[src/rtl/ir_tx_pkg.sv]
package ir_tx_pkg;

   // sequencer phase: running user segments, then two trailing periods
   typedef enum logic [1:0] {
      PH_IDLE  = 2'd0,
      PH_RUN   = 2'd1,
      PH_TAIL1 = 2'd2,
      PH_TAIL2 = 2'd3
   } ir_phase_e;

endpackage

[src/rtl/ir_seg_slicer.sv]
module ir_seg_slicer #(
   parameter int CNT_W = 16,
   parameter int REQ_W = 24
) (
   input  logic             clk,
   input  logic             rst_n,
   input  logic             flush,
   input  logic             in_valid,
   output logic             in_ready,
   input  logic             in_level,
   input  logic [REQ_W-1:0] in_periods,
   input  logic             in_pe,
   input  logic             in_last,
   output logic             ck_valid,
   output logic             ck_level,
   output logic [CNT_W-1:0] ck_cnt,
   output logic             ck_pe,
   output logic             ck_last,
   input  logic             ck_take
);

   logic             hold_v, hold_lvl, hold_pe, hold_last;
   logic [REQ_W-1:0] rem;
   logic [REQ_W-1:0] rem_next;
   logic             final_w;

   generate
      if (REQ_W > CNT_W) begin : g_split
         localparam logic [REQ_W-1:0] CHUNK_P = REQ_W'(1) << CNT_W;
         assign final_w  = (rem <= CHUNK_P);
         assign ck_cnt   = final_w ? CNT_W'(rem - REQ_W'(1)) : '1;
         assign rem_next = rem - CHUNK_P;
      end else begin : g_direct
         assign final_w  = 1'b1;
         assign ck_cnt   = CNT_W'(rem - REQ_W'(1));
         assign rem_next = '0;
      end
   endgenerate

   assign in_ready = !hold_v && !flush;
   assign ck_valid = hold_v;
   assign ck_level = hold_lvl;
   assign ck_pe    = hold_pe && final_w;
   assign ck_last  = hold_last && final_w;

   always_ff @(posedge clk or negedge rst_n) begin
      if (!rst_n) begin
         hold_v    <= 1'b0;
         hold_lvl  <= 1'b0;
         hold_pe   <= 1'b0;
         hold_last <= 1'b0;
         rem       <= '0;
      end else if (flush) begin
         hold_v <= 1'b0;
      end else if (hold_v && ck_take) begin
         if (final_w) hold_v <= 1'b0;
         else         rem    <= rem_next;
      end else if (in_valid && in_ready && (in_periods != '0)) begin
         hold_v    <= 1'b1;
         hold_lvl  <= in_level;
         hold_pe   <= in_pe;
         hold_last <= in_last;
         rem       <= in_periods;
      end
   end

endmodule

[src/rtl/ir_carrier_gen.sv]
module ir_carrier_gen #(
   parameter int PER_W = 16
) (
   input  logic             clk,
   input  logic             rst_n,
   input  logic             run,
   input  logic             level,
   input  logic [PER_W-1:0] period_m1,
   input  logic [PER_W-1:0] cmp,
   output logic             wrap,
   output logic             pin
);

   logic [PER_W-1:0] phase;

   assign wrap = run && (phase == period_m1);
   // on-time sits at the tail of each period
   assign pin  = run && level && (phase >= cmp);

   always_ff @(posedge clk or negedge rst_n) begin
      if (!rst_n)              phase <= '0;
      else if (!run || wrap)   phase <= '0;
      else                     phase <= phase + PER_W'(1);
   end

endmodule

[src/rtl/ir_seq_ctrl.sv]
module ir_seq_ctrl
   import ir_tx_pkg::*;
#(
   parameter int CNT_W = 16
) (
   input  logic             clk,
   input  logic             rst_n,
   input  logic             start,
   input  logic             stop_req,
   input  logic             wrap,
   input  logic             ck_valid,
   input  logic             ck_level,
   input  logic [CNT_W-1:0] ck_cnt,
   input  logic             ck_pe,
   input  logic             ck_last,
   output logic             ck_take,
   output logic             start_ok,
   output logic             run,
   output logic             level,
   output logic             flush,
   output logic             sent,
   output logic             done
);

   ir_phase_e        ph;
   logic [CNT_W-1:0] rep;
   logic             cur_lvl, cur_pe, cur_last, stop_pend;
   logic             seg_end, to_tail, finish, in_run;

   assign run      = (ph != PH_IDLE);
   assign level    = cur_lvl;
   assign in_run   = (ph == PH_RUN);
   assign start_ok = (ph == PH_IDLE) && start;
   assign seg_end  = wrap && (rep == '0);
   assign to_tail  = seg_end && in_run && (cur_last || (cur_pe && (stop_pend || stop_req)));
   assign finish   = seg_end && (ph == PH_TAIL2);
   assign ck_take  = seg_end && in_run && !to_tail && ck_valid;
   assign flush    = finish;

   always_ff @(posedge clk or negedge rst_n) begin
      if (!rst_n) begin
         ph        <= PH_IDLE;
         rep       <= '0;
         cur_lvl   <= 1'b0;
         cur_pe    <= 1'b0;
         cur_last  <= 1'b0;
         stop_pend <= 1'b0;
         sent      <= 1'b0;
         done      <= 1'b0;
      end else begin
         sent <= seg_end && in_run && cur_pe;
         done <= finish;
         if (start_ok) begin
            // lead-in: one inactive period ahead of the first segment
            ph        <= PH_RUN;
            rep       <= '0;
            cur_lvl   <= 1'b0;
            cur_pe    <= 1'b0;
            cur_last  <= 1'b0;
            stop_pend <= 1'b0;
         end else if (run) begin
            if (stop_req) stop_pend <= 1'b1;
            if (wrap && (rep != '0)) rep <= rep - CNT_W'(1);
            if (seg_end) begin
               rep      <= '0;
               cur_lvl  <= 1'b0;
               cur_pe   <= 1'b0;
               cur_last <= 1'b0;
               unique case (ph)
                  PH_RUN: begin
                     if (to_tail) begin
                        ph <= PH_TAIL1;
                     end else if (ck_valid) begin
                        rep      <= ck_cnt;
                        cur_lvl  <= ck_level;
                        cur_pe   <= ck_pe || ck_last;
                        cur_last <= ck_last;
                     end
                  end
                  PH_TAIL1: ph <= PH_TAIL2;
                  PH_TAIL2: begin
                     ph        <= PH_IDLE;
                     stop_pend <= 1'b0;
                  end
                  default: ph <= PH_IDLE;
               endcase
            end
         end
      end
   end

endmodule

[src/rtl/ir_burst_tx.sv]
module ir_burst_tx #(
   parameter int PER_W = 16,
   parameter int CNT_W = 16,
   parameter int REQ_W = 24
) (
   input  logic             clk,
   input  logic             rst_n,
   input  logic             seg_valid,
   output logic             seg_ready,
   input  logic             seg_level,
   input  logic [REQ_W-1:0] seg_periods,
   input  logic             seg_pkt_end,
   input  logic             seg_last,
   input  logic [PER_W-1:0] carrier_period_m1,
   input  logic [PER_W-1:0] carrier_cmp,
   input  logic             start,
   input  logic             stop_req,
   output logic             ir_out,
   output logic             busy,
   output logic             sent_pulse,
   output logic             done_pulse
);

   generate
      if (PER_W < 2) begin : g_bad_per
         $error("ir_burst_tx: PER_W must be at least 2");
      end
      if (CNT_W < 2) begin : g_bad_cnt
         $error("ir_burst_tx: CNT_W must be at least 2");
      end
      if (REQ_W < 1) begin : g_bad_req
         $error("ir_burst_tx: REQ_W must be at least 1");
      end
   endgenerate

   logic [PER_W-1:0] per_q, cmp_q;
   logic             ck_valid, ck_level, ck_pe, ck_last, ck_take;
   logic [CNT_W-1:0] ck_cnt;
   logic             flush, start_ok, run, lvl, wrap;

   // carrier settings are captured only when a start is accepted
   always_ff @(posedge clk or negedge rst_n) begin
      if (!rst_n) begin
         per_q <= '0;
         cmp_q <= '0;
      end else if (start_ok) begin
         per_q <= carrier_period_m1;
         cmp_q <= carrier_cmp;
      end
   end

   ir_seg_slicer #(.CNT_W(CNT_W), .REQ_W(REQ_W)) u_slicer (
      .clk(clk), .rst_n(rst_n), .flush(flush),
      .in_valid(seg_valid), .in_ready(seg_ready), .in_level(seg_level),
      .in_periods(seg_periods), .in_pe(seg_pkt_end), .in_last(seg_last),
      .ck_valid(ck_valid), .ck_level(ck_level), .ck_cnt(ck_cnt),
      .ck_pe(ck_pe), .ck_last(ck_last), .ck_take(ck_take)
   );

   ir_seq_ctrl #(.CNT_W(CNT_W)) u_seq (
      .clk(clk), .rst_n(rst_n), .start(start), .stop_req(stop_req), .wrap(wrap),
      .ck_valid(ck_valid), .ck_level(ck_level), .ck_cnt(ck_cnt),
      .ck_pe(ck_pe), .ck_last(ck_last), .ck_take(ck_take),
      .start_ok(start_ok), .run(run), .level(lvl), .flush(flush),
      .sent(sent_pulse), .done(done_pulse)
   );

   ir_carrier_gen #(.PER_W(PER_W)) u_carrier (
      .clk(clk), .rst_n(rst_n), .run(run), .level(lvl),
      .period_m1(per_q), .cmp(cmp_q), .wrap(wrap), .pin(ir_out)
   );

   assign busy = run;

endmodule

[config.mk]
export PLATFORM = sky130hd
export DESIGN_NAME = ir_burst_tx
export DESIGN_NICKNAME = d
export VERILOG_FILES = /design/src/rtl/ir_tx_pkg.sv /design/src/rtl/ir_seg_slicer.sv /design/src/rtl/ir_carrier_gen.sv /design/src/rtl/ir_seq_ctrl.sv /design/src/rtl/ir_burst_tx.sv
export SDC_FILE = /design/constraint.sdc
export NUM_CORES = 1
export LEC_CHECK = 0
export ABC_AREA = 1
export BUFFER_PORTS_ARGS = -buffer_cell sky130_fd_sc_hd__buf_2
export CAP_MARGIN = 20
export CORE_UTILIZATION = 50
export CTS_BUF_LIST = sky130_fd_sc_hd__clkbuf_8
export CTS_CLUSTER_SIZE = 28
export DETAILED_ROUTE_END_ITERATION = 10
export HOLD_SLACK_MARGIN = 0.15
export PLACE_DENSITY = 0.69
export REMOVE_ABC_BUFFERS = 1
export SYNTH_ARGS = -nofsm -noshare
export SYNTH_HDL_FRONTEND = slang
export SYNTH_HIERARCHICAL = 1
export SYNTH_SLANG_ARGS = --single-unit
[constraint.sdc]
create_clock -name clk -period 3.71 [get_ports clk]
set_input_delay 0.1855 -clock clk [delete_from_list [all_inputs] [get_ports clk]]
set_output_delay 0.1855 -clock clk [all_outputs]
set_load 0.02 [all_outputs]
==> run metrics, run 1 <==
outcome finished, final reports clean; Synth Cell Area 6897 µm²; initial antenna violation count 0; Placed Instance Area 7254 µm²; pwr/cell area roughly 470 nW/µm²; Layout Nets 1187; share of layout cells above drive strength 1 0.1561; VDD IR max ~0.00023 V; worst hold margin between 0.15 and 0.2 ns; routed vias/inst 4.850; die area 14270 µm²; Warnings, synthesis 6; final worst setup slack 0.5107 ns; Clock power frac 0.193; router iterations before antenna repair 5; CTS H-tree lvls 3; Period minus WS final 3.199 ns; Initial Utilization 0.5167; largest net degree at the start of global routing 75; Flop pwr share 0.427; GP Congestion 0.8628; register area share after synthesis 0.3628; multi-input logic area roughly 3700 µm²; endpoints failing setup 0; FP Rows 42; Req. time, crit path 3.52 ns; post-route cell area approximately 8000 µm²; crit share post-route 0.8624; vias in the first global route 5850; fillcell total approximately 1300; Reg area 2502 µm²; total chip power 3.811 mW; critical path endpoint category output pin; Primary FF master, synth dfrtp_1; Clock Tree Root clkbuf_8; Clock Path Buffers 2; Pleak 4.340 nW; routed wire length per instance 12.12 µm; dpl ws between 0.5 and 0.6 ns; worst relative slew slack 0.3580; clock latency on the worst-skew pair 0.38 ns; logic gate share of total power 0.380; total congestion overflow 0; critical path class flop to output pin; post-route ant nets 0; PostCTS Resize Cnt 0; cell count after synthesis just under 1000; chip height 119.4 µm; input/output buffers 68; Final Max Tran Viols 0; TritonCTS buffer count 9; RSZ-0062 raised after global routing false; clock slew at reported path FFs ~0.09 ns; Initial DRC Count 280; Post-synth EDFFs 0; via count 6198; Routed WL about 15000 µm; Setup Skew 0.008757 ns; FMAX 312.6 MHz; Switch Pwr 1.554 mW; CTS tree done; Worst EP arrival 3.01 ns; max cap viols 0; post-DP HPWL approximately 11000 µm; diode count 0; I/O pin cnt 69; core box area 13350 µm²; DRC viols 0; clk sinks 100; CP max FO 5; Internal 2.257 mW; Hold Crit Class input pin to flop; Least-Margin Pin Slew 0.9630 ns; Mean Syn Cell Area 7.045 µm²; GRT Util Overall 0.2355; Unique masters post-synth 43; switching share of power 0.4077; startpoint types flop; asr flop ratio synth 1.000; Synth Register Bits 100; setup TNS 0 ns; chip width 119.4 µm; Hold Fails Final Rpt 0; first-pass GRT wire length 27030 µm; Area Overhead vs Synth 16.55%
==> cell type report <==
type / count / area share
Clock buffer: 11 / 0.01884
Timing Repair Buffer: 131 / 0.1196
Multi-Input combinational cell: 736 / 0.4600
Clock inverter: 5 / 0.006382
Inverter: 119 / 0.05651
Sequential cell: 100 / 0.3113
Tap cell: 176 / 0.02740
==> final timing paths <==
check	startpoint	end	slack [ns]	cells after the start
worst max register to register	u_carrier/phase[0]	u_slicer/rem[18]	0.59	20
max in group asynchronous	rst_n	u_slicer/hold_pe	2.27	3
worst max-delay path	u_carrier/phase[0]	seg_ready	0.51	17
worst min register to register	cmp_q[15]	cmp_q[15]	0.48	2
min in group asynchronous	rst_n	per_q[14]	0.48	2
worst min-delay path	seg_periods[23]	u_slicer/rem[23]	0.19	5
==> cells in the mapped netlist (10+ instances only) <==
library cell / count / area, µm²
ha_1: 26 / 325.3
inv_1: 108 / 405.4
nand3_1: 74 / 370.4
nor2_1: 98 / 367.9
xor2_1: 12 / 105.1
nor2_2: 22 / 137.6
a21oi_1: 11 / 55.05
o31ai_1: 16 / 120.1
nand2_1: 375 / 1408
dfrtp_1: 100 / 2502
nand2_2: 25 / 156.4
o21ai_1: 10 / 50.05
==> power by group through the flow <==
stage	Combinational (mW)	Clock, mW	Sequential [mW]
2_1_floorplan	1.08	0	1.58
3_3_place_gp	1.38	0	1.64
3_5_place_dp	1.40	0	1.65
4_1_cts	1.46	0.752	1.63
5_1_grt	1.69	0.798	1.68
6_report	1.45	0.735	1.63
==> metal layers <==
layer | GRT usage | up-vias | routed length (µm)
met2 | 0.3642 | 108 | 6920
met4 | 0.06719 | 0 | 170
met3 | 0.02778 | 12 | 444
met5 | 0 | - | 0
li1 | - | 3258 | -
met1 | 0.3455 | 2820 | 7959
==> metrics by stage <==
step | cells | util
after floorplan | 955 | -
after global placement | 1204 | 0.5435
after detailed placement | 1204 | 0.5435
after CTS | 1278 | 0.6022
after global routing | 1278 | 0.6022
final | 1278 | 0.6022
==> cells by family after synthesis <==
logic type                 Yosys count  share of synthesized area
and+or+nand+nor                    639                     0.4176
buffers and inverters              143                     0.1010
DFF                                100                     0.3628
AOI/OAI and AO/OA                   52                    0.04717
adders and majority gates           26                    0.04717
xor gates and xnor gates            19                    0.02413
==> state kept, by name, summed over array words and instances, names as in the netlist <==
register            count
u_seq/cur_pe            1
u_seq/sent              1
u_slicer/rem           24
u_carrier/phase        16
u_seq/level             1
u_slicer/hold_last      1
u_seq/stop_pend         1
u_slicer/ck_valid       1
per_q                  16
u_slicer/ck_level       1
cmp_q                  16
u_slicer/hold_pe        1
u_seq/cur_last          1
u_seq/rep              16
u_seq/ph                2
u_seq/done              1
==> cell usage in the layout (no fill, tap or decap), types with 6 or more instances in the layout <==
master / instances
ha_1: 26
nor2_4: 8
nand2_1: 375
buf_2: 67
nand2_2: 25
inv_2: 9
xnor2_1: 7
buf_4: 6
o21ai_1: 10
nor2_2: 22
nor2_1: 98
xor2_1: 12
dlygate4sd3_1: 58
nand3_1: 74
inv_1: 110
clkbuf_8: 11
nand4_1: 7
dfrtp_1: 100
o31ai_1: 16
o21ai_0: 9
a21oi_1: 11
==> worst max-delay path, cell delays in order (launching register included) <==
cell     delay [ns]
dfrtp_1        0.43
inv_1          0.08
nand2_1        0.06
nand2_1        0.05
nor2_1         0.12
nand2_1        0.09
nor2_1         0.12
nand2_2        0.09
nor2_1         0.25
inv_2          0.13
nor2_1         0.11
nand2_1        0.07
nor2_2         0.13
nand3_1        0.14
nor2_1         0.32
buf_4          0.20
nor2_1         0.04
buf_2          0.19
==> what timing repair did <==
action | in CTS | in global routing
setup buffers | 0 | 0
hold buffers | 58 | 0
hold endpoints to repair | 130 | 0
No activity file was read; power rests on OpenSTA's default activity.
==> run 2, diff against run 1 <==
--- a/config.mk
+++ b/config.mk
@@ -13,7 +13,7 @@
 export CTS_CLUSTER_SIZE = 28
 export DETAILED_ROUTE_END_ITERATION = 10
 export HOLD_SLACK_MARGIN = 0.15
-export PLACE_DENSITY = 0.69
+export PLACE_DENSITY = 0.66
 export REMOVE_ABC_BUFFERS = 1
 export SYNTH_ARGS = -nofsm -noshare
 export SYNTH_HDL_FRONTEND = slang
==> run 2 against run 1 <==
  * Clock power barely moved
  * Utilization barely moved
  * Clock skew rose by 0.0073 ns
  * Fmax fell by 0.48%
  * Non-clock buffer count rose by 1
  * Global-route usage fell by 0.42 points
==> run metrics, run 2 (synthesis gave the netlist of run 1 again) <==
outcome finished, final reports clean; most frequent cells in the layout 375 x nand2_1, 108 x inv_1, 100 x dfrtp_1; Least-Margin Pin Slew 0.8261 ns (-0.1369 ns); worst relative slew slack 0.4493 (+0.09127); crit-path cells inv_1 > ha_1 > inv_1 > inv_1 > nor2_1 > inv_2 > nor2_1 > nand2_1 > nor2_2 > nand3_1 > nor2_1 > buf_4 > nor2_1 > buf_2; GP Congestion 0.8390 (-2.8%); crit-path max cell delay 0.41 ns (-0.02 ns); startpoint types flop; WP buf/inv 6 (+2); worst hold margin 0.1957 ns (+0.005269 ns); share of layout cells above drive strength 1 0.1587 (+0.002578); diode count 0 (unchanged); Hold Fails Final Rpt 0 (unchanged); slowest stage cell, crit path dfrtp_1; endpoints failing setup 0 (unchanged); Final Max Tran Viols 0 (unchanged); total congestion overflow 0 (unchanged); TritonCTS buffer count 9 (unchanged); setup TNS 0 ns (unchanged); Worst EP arrival 3.03 ns (+0.02 ns); Pleak 4.330 nW (-0.23%); Top reg by flops u_slicer/rem; FP Rows 42 (unchanged); routed wire length per instance 12.16 µm (+0.28%); critical path class flop to output pin; Initial DRC Count 375 (+34%); VDD IR max 0.0002498 V (+10%); DRC viols 0 (unchanged); clock latency on the worst-skew pair 0.39 ns (about the same); CP max FO 7 (+2); post-route cell area 8041 µm² (about the same); FMAX 311.1 MHz (-0.48%); max cap viols 0 (unchanged); crit-path most repeated cell nor2_1; Finished Layout Cells 1279 (+0.078%); Placed Cells 1205 (+0.083%); core box area 13350 µm² (unchanged); router iterations before antenna repair 5 (unchanged); clk sinks 100 (unchanged); die area 14270 µm² (unchanged); Period minus WS final 3.215 ns (+0.01555 ns); first-pass GRT wire length 26480 µm (-2.0%); chip width 119.4 µm (unchanged); I/O pin cnt 69 (unchanged); clock slew at reported path FFs 0.10 ns (about the same); Initial Utilization 0.5167 (unchanged); post-CTS setup buffers 0 (unchanged); Largest delay share family, worst path simple AND/OR/NAND/NOR gates; Routed WL 15550 µm (+0.36%); Req. time, crit path 3.52 ns (about the same); chip height 119.4 µm (unchanged); input/output buffers 68 (unchanged); RSZ-0062 raised after global routing false; vias in the first global route 5706 (-2.5%); via count 6176 (-0.35%); post-DP HPWL 11010 µm (+1.9%); post-layout util 0.6025 (about the same); Placed Instance Area 7262 µm² (+0.10%); Area Overhead vs Synth 16.60% (about the same); PostCTS Resize Cnt 0 (unchanged); Hold Crit Class input pin to flop; CTS hold repair buffers 58 (unchanged); crit share post-route 0.8665 (+0.004191); pwr/cell area 475.3 nW/µm² (+0.26%); Setup Skew 0.01601 ns (+0.007251 ns); Clock Path Buffers 2 (unchanged); CTS H-tree lvls 3 (unchanged); Layout Nets 1188 (+0.084%); critical path endpoint category output pin; initial antenna violation count 0 (unchanged); most common cell after layout, fill and taps aside nand2_1; CTS tree done; routed vias/inst 4.829 (-0.43%); Largest register FFs 24 (unchanged); GRT Util Overall 0.2313 (-0.004247); Clock Tree Root clkbuf_8; post-route ant nets 0 (unchanged); largest net degree at the start of global routing 65 (-13%)
[run 2: cell types whose count changed in the layout (fill, tap and decap cells not counted), sizes merged]
cell,before,now
buf,73,74
clkinvlp,0,2
inv,121,120
clkbuf,11,9
clkinv,2,3
[run 2: final cells by class]
| cell class | instances | area (µm²) |
|---|---|---|
| clock inverter | 7 | 75.07 |
| timing repair buffer | 132 | 968.4 |
| clock buffer | 9 | 123.9 |
| multi-input combinational | 736 | 3697 |
| tap | 176 | 220.2 |
| fill | 1264 | 5306 |
| sequential | 100 | 2502 |
| inverter | 119 | 454.2 |
[run 2: layer usage]
metal / up-vias / global-route usage / part of all wire
li1: 3265 / - / -
met1: 2778 / 0.3382 / 0.51
met2: 123 / 0.3559 / 0.44
met3: 10 / 0.04406 / 0.045
met4: 0 / 0.04531 / 0.0082
met5: - / 0 / 0
[run 2: worst paths after layout]
path | cells past startpoint | startpoint | endpoint | slack, ns
hold reg to reg | 2 | cmp_q[15] | cmp_q[15] | 0.49
setup / recovery | 14 | u_seq/ph[0] | seg_ready | 0.50
hold / removal | 5 | seg_periods[20] | u_slicer/rem[20] | 0.20
setup reg to reg | 17 | u_seq/ph[0] | u_slicer/rem[20] | 0.53
max in group asynchronous | 3 | rst_n | u_slicer/rem[22] | 2.49
min in group asynchronous | 2 | rst_n | cmp_q[14] | 0.43
[run 2: where the power goes]
group	switching, mW	total, mW	internal, mW	leakage (nW)
logic	0.909	1.45	0.541	2.94
registers	0.265	1.64	1.37	1.29
clock network	0.420	0.736	0.317	0.0975
[run 2: through the flow]
stage	total power [mW]	worst slack [ns]
2_1_floorplan	2.657	0.9626
3_3_place_gp	3.040	0.6639
3_5_place_dp	3.061	0.5346
4_1_cts	3.855	0.4836
5_1_grt	4.163	0.1469
6_report	3.822	0.4951
[run 2: worst register-to-register path, stage by stage (launching register included)]
cell and delay, ns:
dfrtp_1 0.41, inv_1 0.08, ha_1 0.25, inv_1 0.25, inv_1 0.07, nor2_1 0.28
inv_2 0.13, nor2_1 0.10, nand2_1 0.07, nor2_2 0.12, nand3_1 0.12, nor4_1 0.23
nand2_1 0.30, nor2_1 0.27, nand3_4 0.16, nand2_4 0.13, nand2_1 0.07, nand2_1 0.06
